File: src/rtl/scl_gen_pkg.sv
package scl_gen_pkg;
  typedef enum logic [1:0] {
    PH_IDLE = 2'd0,
    PH_LOW  = 2'd1,
    PH_WAIT = 2'd2,
    PH_HIGH = 2'd3
  } scl_ph_e;
endpackage

File: src/rtl/scl_sync.sv
module scl_sync #(
  parameter int STAGES  = 2,
  parameter bit RST_VAL = 1'b1
) (
  input  logic clk_i,
  input  logic rst_ni,
  input  logic d_i,
  output logic q_o
);
  logic [STAGES-1:0] ff_q;

  always_ff @(posedge clk_i or negedge rst_ni) begin
    if (!rst_ni) ff_q <= {STAGES{RST_VAL}};
    else         ff_q <= {ff_q[STAGES-2:0], d_i};
  end

  assign q_o = ff_q[STAGES-1];
endmodule

File: src/rtl/scl_phase_fsm.sv
module scl_phase_fsm
  import scl_gen_pkg::*;
#(
  parameter int DIV_W = 8
) (
  input  logic             clk_i,
  input  logic             rst_ni,
  input  logic             run_i,
  input  logic             hold_i,
  input  logic [DIV_W-1:0] lo_div_i,
  input  logic [DIV_W-1:0] hi_div_i,
  input  logic             scl_s_i,
  output logic             pd_o,
  output logic             rise_o,
  output logic             mid_o,
  output logic             fall_o,
  output logic             low_done_o,
  output logic             run_start_o
);
  localparam logic [DIV_W-1:0] ONE = {{(DIV_W-1){1'b0}}, 1'b1};

  scl_ph_e          st_q, st_d;
  logic [DIV_W-1:0] cnt_q, cnt_d;
  logic [DIV_W-1:0] lo_len, hi_len;
  logic             last_lo, last_hi;
  logic             rise_q, fall_q;

  assign lo_len  = (lo_div_i == '0) ? ONE : lo_div_i;
  assign hi_len  = (hi_div_i == '0) ? ONE : hi_div_i;
  assign last_lo = cnt_q >= (lo_len - ONE);
  assign last_hi = cnt_q >= (hi_len - ONE);

  always_comb begin
    st_d  = st_q;
    cnt_d = cnt_q;
    unique case (st_q)
      PH_IDLE: if (run_i) begin
        st_d  = PH_LOW;
        cnt_d = '0;
      end
      PH_LOW: begin
        if (!last_lo) cnt_d = cnt_q + ONE;
        else if (!hold_i) begin
          st_d  = PH_WAIT;
          cnt_d = '0;
        end
      end
      // released; stall until line seen high
      PH_WAIT: if (scl_s_i) begin
        st_d  = PH_HIGH;
        cnt_d = '0;
      end
      PH_HIGH: begin
        if (!scl_s_i || last_hi) begin
          st_d  = run_i ? PH_LOW : PH_IDLE;
          cnt_d = '0;
        end else begin
          cnt_d = cnt_q + ONE;
        end
      end
      default: begin
        st_d  = PH_IDLE;
        cnt_d = '0;
      end
    endcase
  end

  always_ff @(posedge clk_i or negedge rst_ni) begin
    if (!rst_ni) begin
      st_q   <= PH_IDLE;
      cnt_q  <= '0;
      rise_q <= 1'b0;
      fall_q <= 1'b0;
    end else begin
      st_q   <= st_d;
      cnt_q  <= cnt_d;
      rise_q <= (st_d == PH_HIGH) && (st_q != PH_HIGH);
      fall_q <= (st_d == PH_LOW)  && (st_q != PH_LOW);
    end
  end

  assign pd_o        = (st_q == PH_LOW);
  assign rise_o      = rise_q;
  assign fall_o      = fall_q;
  assign mid_o       = (st_q == PH_HIGH) && (cnt_q == (hi_len >> 1));
  assign low_done_o  = (st_q == PH_LOW) && last_lo;
  assign run_start_o = (st_q == PH_IDLE) && run_i;
endmodule

File: src/rtl/scl_tmo_mon.sv
module scl_tmo_mon #(
  parameter int TMO_W = 16
) (
  input  logic             clk_i,
  input  logic             rst_ni,
  input  logic             en_i,
  input  logic [TMO_W-1:0] lim_i,
  input  logic             ext_low_i,
  input  logic             clr_i,
  output logic             err_o
);
  localparam logic [TMO_W-1:0] ONE = {{(TMO_W-1){1'b0}}, 1'b1};

  logic [TMO_W-1:0] run_q;
  logic             err_q, hit;

  assign hit = en_i && (lim_i != '0) && ext_low_i && (run_q >= lim_i - ONE);

  always_ff @(posedge clk_i or negedge rst_ni) begin
    if (!rst_ni) begin
      run_q <= '0;
      err_q <= 1'b0;
    end else begin
      if (!ext_low_i)        run_q <= '0;
      else if (~&run_q)      run_q <= run_q + ONE;
      if (clr_i)             err_q <= 1'b0;
      else if (hit)          err_q <= 1'b1;
    end
  end

  assign err_o = err_q;
endmodule

File: src/rtl/scl_gen.sv
module scl_gen #(
  parameter int DIV_W = 8,
  parameter int TMO_W = 16
) (
  input  logic             clk_i,
  input  logic             rst_ni,
  input  logic             run_i,
  input  logic             hold_i,
  input  logic [DIV_W-1:0] lo_div_i,
  input  logic [DIV_W-1:0] hi_div_i,
  input  logic             tmo_en_i,
  input  logic [TMO_W-1:0] tmo_lim_i,
  input  logic             scl_i,
  output logic             scl_pd_o,
  output logic             rise_stb_o,
  output logic             mid_stb_o,
  output logic             fall_stb_o,
  output logic             scl_low_o,
  output logic             stall_err_o
);
  logic scl_s, pd, low_done, run_start, ext_low;

  scl_sync #(.STAGES(2), .RST_VAL(1'b1)) u_sync (
    .clk_i (clk_i),
    .rst_ni(rst_ni),
    .d_i   (scl_i),
    .q_o   (scl_s)
  );

  scl_phase_fsm #(.DIV_W(DIV_W)) u_fsm (
    .clk_i      (clk_i),
    .rst_ni     (rst_ni),
    .run_i      (run_i),
    .hold_i     (hold_i),
    .lo_div_i   (lo_div_i),
    .hi_div_i   (hi_div_i),
    .scl_s_i    (scl_s),
    .pd_o       (pd),
    .rise_o     (rise_stb_o),
    .mid_o      (mid_stb_o),
    .fall_o     (fall_stb_o),
    .low_done_o (low_done),
    .run_start_o(run_start)
  );

  // released but seen low: stretch or another master
  assign ext_low = !pd && !scl_s;

  scl_tmo_mon #(.TMO_W(TMO_W)) u_tmo (
    .clk_i    (clk_i),
    .rst_ni   (rst_ni),
    .en_i     (tmo_en_i),
    .lim_i    (tmo_lim_i),
    .ext_low_i(ext_low),
    .clr_i    (run_start),
    .err_o    (stall_err_o)
  );

  assign scl_pd_o  = pd;
  assign scl_low_o = ext_low || (low_done && hold_i);
endmodule

File: config.mk
export PLATFORM = sky130hd
export DESIGN_NAME = scl_gen
export DESIGN_NICKNAME = d
export VERILOG_FILES = /design/src/rtl/scl_gen_pkg.sv /design/src/rtl/scl_sync.sv /design/src/rtl/scl_phase_fsm.sv /design/src/rtl/scl_tmo_mon.sv /design/src/rtl/scl_gen.sv
export SDC_FILE = /design/constraint.sdc
export NUM_CORES = 1
export LEC_CHECK = 0
export CORE_MARGIN = 2
export CORE_UTILIZATION = 30
export CTS_CLUSTER_DIAMETER = 100
export DETAILED_ROUTE_END_ITERATION = 7
export DONT_BUFFER_PORTS = 1
export GPL_TIMING_DRIVEN = 0
export PLACE_DENSITY = 0.5
export SLEW_MARGIN = 20
export SYNTH_ARGS = -nofsm -noshare
export SYNTH_HDL_FRONTEND = slang
export SYNTH_SLANG_ARGS = --single-unit
File: constraint.sdc
create_clock -name clk_i -period 7.9 [get_ports clk_i]
set_input_delay 2.37 -clock clk_i [delete_from_list [all_inputs] [get_ports clk_i]]
set_output_delay 2.37 -clock clk_i [all_outputs]
set_load 0.01 [all_outputs]
* After elaboration in Yosys (flattened, before gate mapping) *
Index checks and enable logic that the tools add are counted.

word-level totals
  flip-flop bits (word level) = 31
  input bits = 38
  output and inout port bits = 6

operators by class
  add/subtract/negate cells = 5
  $lt $le $gt $ge = 3
  eq/ne operators = 12
  muxes and demuxes = 19
  reductions and logical operators = 21

operators with widths
  operator                                            count
  two-way mux 8 bit                                   7
  two-way mux 16 bit                                  2
  case mux 8 bit (4 select lines)                     1
  adder 16 x 1 -> 16 bit, second input constant       1
  greater-or-equal comparator 16 bit                  1
  greater-or-equal comparator 8 bit                   2
  logical NOT 8 bit                                   2
  AND reduction 16 bit                                1
  nonzero test 16 bit                                 1
  subtractor 16 x 1 -> 16 bit, second input constant  1
  subtractor 8 x 1 -> 8 bit, second input constant    2
  logical AND 1 bit                                   10
  two-way mux 2 bit                                   5
  adder 8 x 1 -> 8 bit, second input constant         1
  == test 8 x 7 -> 1 bit                              1
  inequality test 2 bit, second input constant        4
  case mux 2 bit (4 select lines)                     1
  == test 2 bit, second input constant                3
  == test 2 x 1 -> 1 bit, second input constant       2
  two-way mux 1 bit                                   3
  inequality test 3 bit, second input constant        1
  AND reduction 3 bit                                 1
  logical NOT 1 bit                                   2
  logical NOT 2 bit                                   1
  3 further kinds                                     4

* Logic depth before layout (Yosys ltp) *
Gate-level depths: netlist of run 1.

  depth after elaboration = 9
  depth in mapped cells = 15

* By module *
From an unflattened synthesis of run 1, not the netlist that was laid out.

second synthesis, totals
  cell total of the unflattened synthesis = 339
  area total of the unflattened synthesis = 2880.3 um2

modules (own cells, without submodules)
  module         instances  cells an instance  area each (um2)  seq. area each (um2)
  scl_tmo_mon    1          173                1452.6           425.4
  scl_phase_fsm  1          162                1356.3           300.3
  scl_sync       1          2                  52.6             52.6
  scl_gen        1          2                  18.8             0.0

* Least setup slack after synthesis of run 1 *
OpenSTA, ideal clock, no wires.

  path type = input-to-output
  start point = in lo_div_i[3]
  end point = out scl_low_o
  arrival = 4660 ps
  slack = 870 ps
  cell stages on the path = 12
  path buffers = 0
  cell sequence = or4_1 > nor3_1 > a21oi_1 > ha_1 > nand2_1 > nor3_1 > xnor2_1 > ha_1 > nand2_1 > nor3_1 > a21oi_1 > o21ai_0

on the way
  longest elaborated chain between the ends = 7

ends and longest elaborated chain
  item                                 line                 source
  start, declared                      scl_gen.sv:9         input logic [DIV_W-1:0] lo_div_i,
  logical NOT 8 bit                    scl_phase_fsm.sv:28  assign lo_len = (lo_div_i == '0) ? ONE : lo_div_i;
  two-way mux 8 bit *                  scl_phase_fsm.sv:28
  subtractor 8 x 1 -> 8 bit *          scl_phase_fsm.sv:30  assign last_lo = cnt_q >= (lo_len - ONE);
  greater-or-equal comparator 8 bit *  scl_phase_fsm.sv:30
  logical AND 1 bit *                  scl_phase_fsm.sv:86  assign low_done_o = (st_q == PH_LOW) && last_lo;
  logical AND 1 bit *                  scl_gen.sv:60        assign scl_low_o = ext_low || (low_done && hold_i);
  logical OR 1 bit *                   scl_gen.sv:60
  end, declared                        scl_gen.sv:18        output logic scl_low_o,

Mark *: on every way between the ends. The rest lies on a longest branch, timed or not.

* Worst setup path after layout of run 1 *
Ends and elaborated chain as after synthesis.

==> qor.txt, run 1 <==
Status = finished, final reports clean
Num rows = 35
Skew-Pair Late Insertion Delay = 0.28 ns
Starting density of the core = 0.308
Register-to-Register Path Depth = 8
Die area = 0.0102 mm2
Total power = 0.515 mW
Hold Buf Count CTS = 0
Cell count after synthesis = 330
Cts bufs inserted = 5
Post-synthesis compound-gate area fraction = 0.144
VDD IR max = 45.1 uV
H-tree depth = 2
Seq/Total Area, Yosys = 0.276
Comb pwr share = 0.340
Sw Pwr = 0.190 mW
Least-Margin Pin Slew = 0.968 ns
Hold Fails Final Rpt = 0
R2r endpoint = u_fsm.cnt_q[4]$_DFFE_PN0P_
Mapped Area = 0.00282 mm2
Nets = 412
Syn avg cell area = 8.53 um2
Internal power = 0.325 mW
CORE AREA = 0.00915 mm2
Synth cell types = 53
Initial DRC Count = 83
Routed Wire Length = 6210 um
Post-Synth Simple-Gate Area = 0.269
Area Overhead vs Synth = 8.17%
I/O pin total = 44
Largest family of logic cells by synthesized area = simple AND/OR/NAND/NOR gates
Antenna Violating Nets Remaining = 0
Crit. End Element = output pin
Seq cells post-synth = 31
Layout cells sized above 1 = 0.0680
Ys flop type = dfrtp_1
Number of enable flip-flop cells after synthesis = 0
Synthesized-area fraction occupied by xor and xnor cells = 0.121
Pleak = 1.26 nW
Clk buf depth = 2
DR pass1 iterations = 4
Root buf cell = clkbuf_8
Post-CTS Resized = 0
First-pass GRT wire length = 10900 um
Worst slew margin = 0.349
Worst-path fanout max = 4
Vias in the first global route = 2389
Grt ovf = 0
Skew final = 0.00503 ns
RSZ-0062 raised after global routing = false
Post-CTS setup buffers = 0
Max Clock Freq = 0.135 GHz
Crit path capture = scl_low_o
Yosys warns = 0
All-Layer GR Usage = 0.131
Worst EP arrival = 5.02 ns
Die width = 101 um
CP startpoint = lo_div_i[3]
Synth cell count leaders = nor2_1 (38), ha_1 (37), dfrtp_1 (29), nand2_1 (26), xnor2_1 (22)
Residual DRC count = 0
IO buf count = 0
TritonCTS Sinks = 31
Reg power frac = 0.409
Flop-to-flop setup slack = 5.27 ns
Most common cell in the netlist = nor2_1
CP required = 5.53 ns
Final estimated routing congestion in global placement = 0.745
Worst r2r src = u_fsm.cnt_q[0]$_DFFE_PN0P_
Height of the die = 101 um
Antenna diodes = 0
Vias = 2376
Final HPWL DP = 5030 um
DR WL/cell = 13.8 um
Antenna violations before repair = 0
Sw Share = 0.369
CTS tree = done
Final period utilization = 0.935
Tmin final = 7.39 ns
Cell accounting for the most synthesized area = dfrtp_1
Setup tns final = 0 ns
Max Cap Violations = 0
Power density cells = 169 mW/mm2
Synth async-reset ratio = 1.00
Post-synthesis mux area share = 0.00400
Kind of critical path = primary input to output pin
Class of the worst hold path = flop to flop
Clk pwr share = 0.250
Clock transition at path regs = 0.06 ns
Pins Over Slew Limit = 0
Post-DR vias/cell = 5.29
Post-synth top area share = 0.258
Startpoint Class = primary input
Post-synthesis net count = 405
Top cells by area, synth = dfrtp_1 (26%), ha_1 (16%), xnor2_1 (6.8%)
Synthesized-area fraction occupied by adder cells = 0.164
Final setup vio count = 0
Largest net degree at the start of global routing = 32
-- worst min path at each step --
| stage | startpoint | endpoint | depth (start not counted) |
|---|---|---|---|
| CTS | u_sync.ff_q[0]$_DFF_PN1_ | u_sync.ff_q[1]$_DFF_PN1_ | 0 |
| detailed placement | u_sync.ff_q[0]$_DFF_PN1_ | u_sync.ff_q[1]$_DFF_PN1_ | 0 |
| global placement | u_sync.ff_q[0]$_DFF_PN1_ | u_sync.ff_q[1]$_DFF_PN1_ | 0 |
| global route | u_sync.ff_q[0]$_DFF_PN1_ | u_sync.ff_q[1]$_DFF_PN1_ | 0 |
| finish | u_sync.ff_q[0]$_DFF_PN1_ | u_sync.ff_q[1]$_DFF_PN1_ | 0 |
| floorplan | u_sync.ff_q[0]$_DFF_PN1_ | u_sync.ff_q[1]$_DFF_PN1_ | 0 |
-- power by group through the flow --
stage	registers (mW)	clock network (mW)	logic, mW
detailed placement	0.215	0	0.177
global placement	0.215	0	0.174
global route	0.216	0.140	0.206
finish	0.211	0.129	0.175
floorplan	0.203	0	0.140
CTS	0.212	0.134	0.178
-- sequential cells by signal, summed over array words and instances, names as in the netlist --
name          flops
u_tmo.run_q      16
u_fsm.cnt_q       8
u_fsm.st_q        2
u_sync.ff_q       2
u_fsm.fall_o      1
u_fsm.rise_o      1
u_tmo.err_o       1
-- area by class of cell --
| cell class | instances | area (um2) |
|---|---|---|
| inverter | 9 | 33.8 |
| tap | 111 | 139 |
| sequential | 31 | 778 |
| buffer | 6 | 25.0 |
| clock inverter | 1 | 5.00 |
| clock buffer | 7 | 86.3 |
| multi-input combinational | 284 | 1980 |
| fill | 982 | 6110 |
-- critical path, cell delays in order --
cell and delay [ns]:
or4_1 0.53, nor3_1 0.31, a21oi_1 0.15, ha_1 0.22, xnor2_1 0.19, ha_1 0.27
a211oi_1 0.21, o21ai_0 0.17, a21oi_1 0.34, o21ai_0 0.25
-- metrics by stage --
stage	instances	util	instance area, um2	hold slack, ns	worst slack [ns]
after global placement	441	0.323	2960	0.345	0.578
after detailed placement	441	0.323	2960	0.348	0.527
after floorplan	330	-	2820	0.345	0.870
after CTS	449	0.333	3050	0.358	0.509
final	449	0.333	3050	0.357	0.510
after global routing	449	0.333	3050	0.360	0.350
-- per-layer routing --
metal,vias to the layer above,part of all wire,global-route usage
li1,1215,-,-
met1,1092,0.47,0.176
met2,61,0.47,0.217
met3,8,0.046,0.0222
met4,0,0.012,0.0395
met5,-,0,0
-- kinds of logic after synthesis --
group,after synthesis
compound gates,65
flops,31
xor+xnor,39
buf+inv,15
fa+ha+maj,37
simple gates,142
mux,1
-- placed cells by master (no fill, tap or decap), drive strengths merged, types with 3 or more instances in the layout --
master	count
nand4	6
xor2	17
or4	5
a21oi	20
nor2	39
and3	4
dfrtp	29
nand3	13
ha	37
a21o	5
o21a	3
xnor2	22
nor3	19
o21ai	18
a211oi	5
inv	9
clkbuf	11
or3	5
nand2	26
nand2b	6
nor4	4
nor2b	3
No activity file was read; power rests on OpenSTA's default activity.
==> run 2: changes to the inputs <==
--- a/config.mk
+++ b/config.mk
@@ -12,6 +12,7 @@
 export DONT_BUFFER_PORTS = 1
 export GPL_TIMING_DRIVEN = 0
 export PLACE_DENSITY = 0.5
+export REMOVE_ABC_BUFFERS = 1
 export SLEW_MARGIN = 20
 export SYNTH_ARGS = -nofsm -noshare
 export SYNTH_HDL_FRONTEND = slang
==> run 2 against run 1 <==
Effect of this change: via count decreased by 0.63%; sequential power increased by 5%; global-route usage increased by 0.54 points; cell count decreased by 1.3%; hold slack about the same; total power decreased by 1.5%; critical path depth increased by 2; clock skew decreased by 0.0016 ns; die area unchanged; setup slack improved by 0.050 ns; routed wire length increased by 2.5%; combinational power decreased by 7%.
==> qor.txt, run 2 (synthesized netlist as in run 1, its figures left out) <==
Status = finished, final reports clean
I/O pin total = 44 (unchanged)
Die width = 101 um (unchanged)
Antenna violations before repair = 0 (unchanged)
Hold Fails Final Rpt = 0 (unchanged)
Die area = 0.0102 mm2 (unchanged)
Skew-Pair Late Insertion Delay = 0.29 ns (about the same)
Crit-path cells = or4_1, nor3_1, a21oi_1, ha_1, nand2_1, nor3_1, xnor2_1, ha_1, nand2_1, o21ai_0, a21oi_1, o21ai_0
All-Layer GR Usage = 0.137 (+0.00540)
H-tree depth = 2 (unchanged)
Commonest non-fill, non-tap cells in the layout = nor2_1 (38), ha_1 (37), dfrtp_1 (29), nand2_1 (26), xnor2_1 (22)
Class of the worst hold path = flop to flop
Setup tns final = 0 ns (unchanged)
Starting density of the core = 0.308 (unchanged)
First-pass GRT wire length = 11300 um (+4.1%)
Power density cells = 168 mW/mm2 (-0.38%)
FILL cells = 955 (-2.7%)
Tmin final = 7.34 ns (-0.0497 ns)
Post-route insts no fill = 443 (-1.3%)
Reg area = 778 um2 (unchanged)
Largest regs = u_tmo.run_q (16), u_fsm.cnt_q (8)
Worst-path fanout max = 4 (unchanged)
IO buf count = 0 (unchanged)
Most flops, register = u_tmo.run_q
Final period utilization = 0.929 (-0.00629)
Clk buf depth = 2 (unchanged)
Post-CTS setup buffers = 0 (unchanged)
Root buf cell = clkbuf_8
Nets = 406 (-1.5%)
Area of the multi-input gates = 0.00198 mm2 (unchanged)
Initial DRC Count = 77 (-7.2%)
Max Cap Violations = 0 (unchanged)
Gate family responsible for the most delay along the worst path = simple AND/OR/NAND/NOR gates
DR WL/cell = 14.4 um (+3.9%)
Commonest non-fill, non-tap cell in the layout = nor2_1
Buf/Inv on CP = 0 (unchanged)
Cts bufs inserted = 5 (unchanged)
Worst slew margin = 0.394 (+0.0455)
Final HPWL DP = 5040 um (+0.16%)
Startpoint Class = primary input
Worst EP arrival = 4.97 ns (-0.05 ns)
DR pass1 iterations = 5 (+1)
Area Overhead vs Synth = 6.93%
Pins Over Slew Limit = 0 (unchanged)
Vias in the first global route = 2451 (+2.6%)
Post-DR vias/cell = 5.33 (+0.71%)
Layout cells sized above 1 = 0.0602 (-0.00781)
CORE AREA = 0.00915 mm2 (unchanged)
CTS tree = done
Final setup vio count = 0 (unchanged)
Residual DRC count = 0 (unchanged)
Pleak = 1.25 nW (-1.3%)
Crit. End Element = output pin
Hold Buf Count CTS = 0 (unchanged)
Height of the die = 101 um (unchanged)
Largest net degree at the start of global routing = 32 (unchanged)
VDD IR max = 53.1 uV (+18%)
Final estimated routing congestion in global placement = 0.755 (+1.2%)
Hold WS = 0.356 ns (-0.000328 ns)
Routed Wire Length = 6360 um (+2.5%)
Placed Cells = 435 (-1.4%)
Clock transition at path regs = 0.06 ns (about the same)
Slowest cell on crit path = or4_1
CP required = 5.53 ns (about the same)
Least-Margin Pin Slew = 0.901 ns (-0.0677 ns)
TritonCTS Sinks = 31 (unchanged)
Max FFs per register = 16 (unchanged)
Max Clock Freq = 0.136 GHz (+0.68%)
Skew final = 0.00338 ns (-0.00164 ns)
Antenna diodes = 0 (unchanged)
Antenna Violating Nets Remaining = 0 (unchanged)
RSZ-0062 raised after global routing = false
Grt ovf = 0 (unchanged)
Post-CTS Resized = 0 (unchanged)
Num rows = 35 (unchanged)
Vias = 2361 (-0.63%)
Kind of critical path = primary input to output pin
Crit-path max cell delay = 0.52 ns (about the same)
Total power = 0.507 mW (-1.5%)
==> run 2: changes by cell type in the layout (fill, tap and decap cells not counted) <==
cell,previous run,this run
clkbuf_8,6,5
clkbuf_1,5,2
buf_2,2,0
==> run 2: layout make-up <==
cell class / count / area share
clock inverters: 1 / 0.00166
well taps: 111 / 0.0461
multi-input cells: 284 / 0.657
clock buffers: 7 / 0.0253
flip-flops and latches: 31 / 0.258
inverters: 9 / 0.0112
==> run 2: final timing paths <==
kind	from	end	slack, ns	depth (start not counted)
worst max-delay path	lo_div_i[3]	scl_low_o	0.56	12
worst min-delay path	u_sync.ff_q[0]$_DFF_PN1_	u_sync.ff_q[1]$_DFF_PN1_	0.36	0
worst max register to register	u_fsm.cnt_q[0]$_DFFE_PN0P_	u_fsm.cnt_q[4]$_DFFE_PN0P_	5.35	8
worst min register to register	u_sync.ff_q[0]$_DFF_PN1_	u_sync.ff_q[1]$_DFF_PN1_	0.36	0
max in group asynchronous	rst_ni	u_sync.ff_q[0]$_DFF_PN1_	5.95	0
min in group asynchronous	rst_ni	u_tmo.run_q[10]$_DFFE_PN0P_	1.77	0
==> run 2: report_power, final <==
group	switching, mW	internal [mW]
logic	0.0872	0.0744
clock network	0.0613	0.0618
registers	0.0447	0.178
total	0.193	0.314
==> run 2: metrics by stage <==
step | setup WS [ns] | utilization | instance area (um2)
detailed placement | 0.549 | 0.320 | 2930
finish | 0.560 | 0.329 | 3010
global route | 0.282 | 0.329 | 3010
floorplan | 0.870 | - | 2790
global placement | 0.561 | 0.320 | 2930
CTS | 0.534 | 0.329 | 3010
==> run 2: metal layers <==
layer	up-vias	routed length, um	global-route usage
met4	0	110	0.0520
met1	1087	2990	0.178
met3	10	263	0.0146
met5	-	0	0
li1	1210	-	-
met2	54	3000	0.233
==> run 3: changes to the inputs <==
--- a/config.mk
+++ b/config.mk
@@ -5,6 +5,7 @@
 export SDC_FILE = /design/constraint.sdc
 export NUM_CORES = 1
 export LEC_CHECK = 0
+export CAP_MARGIN = 20
 export CORE_MARGIN = 2
 export CORE_UTILIZATION = 30
 export CTS_CLUSTER_DIAMETER = 100
==> results of run 3 <==
No change in the layout: final DEF, timing and power equal those of run 2.
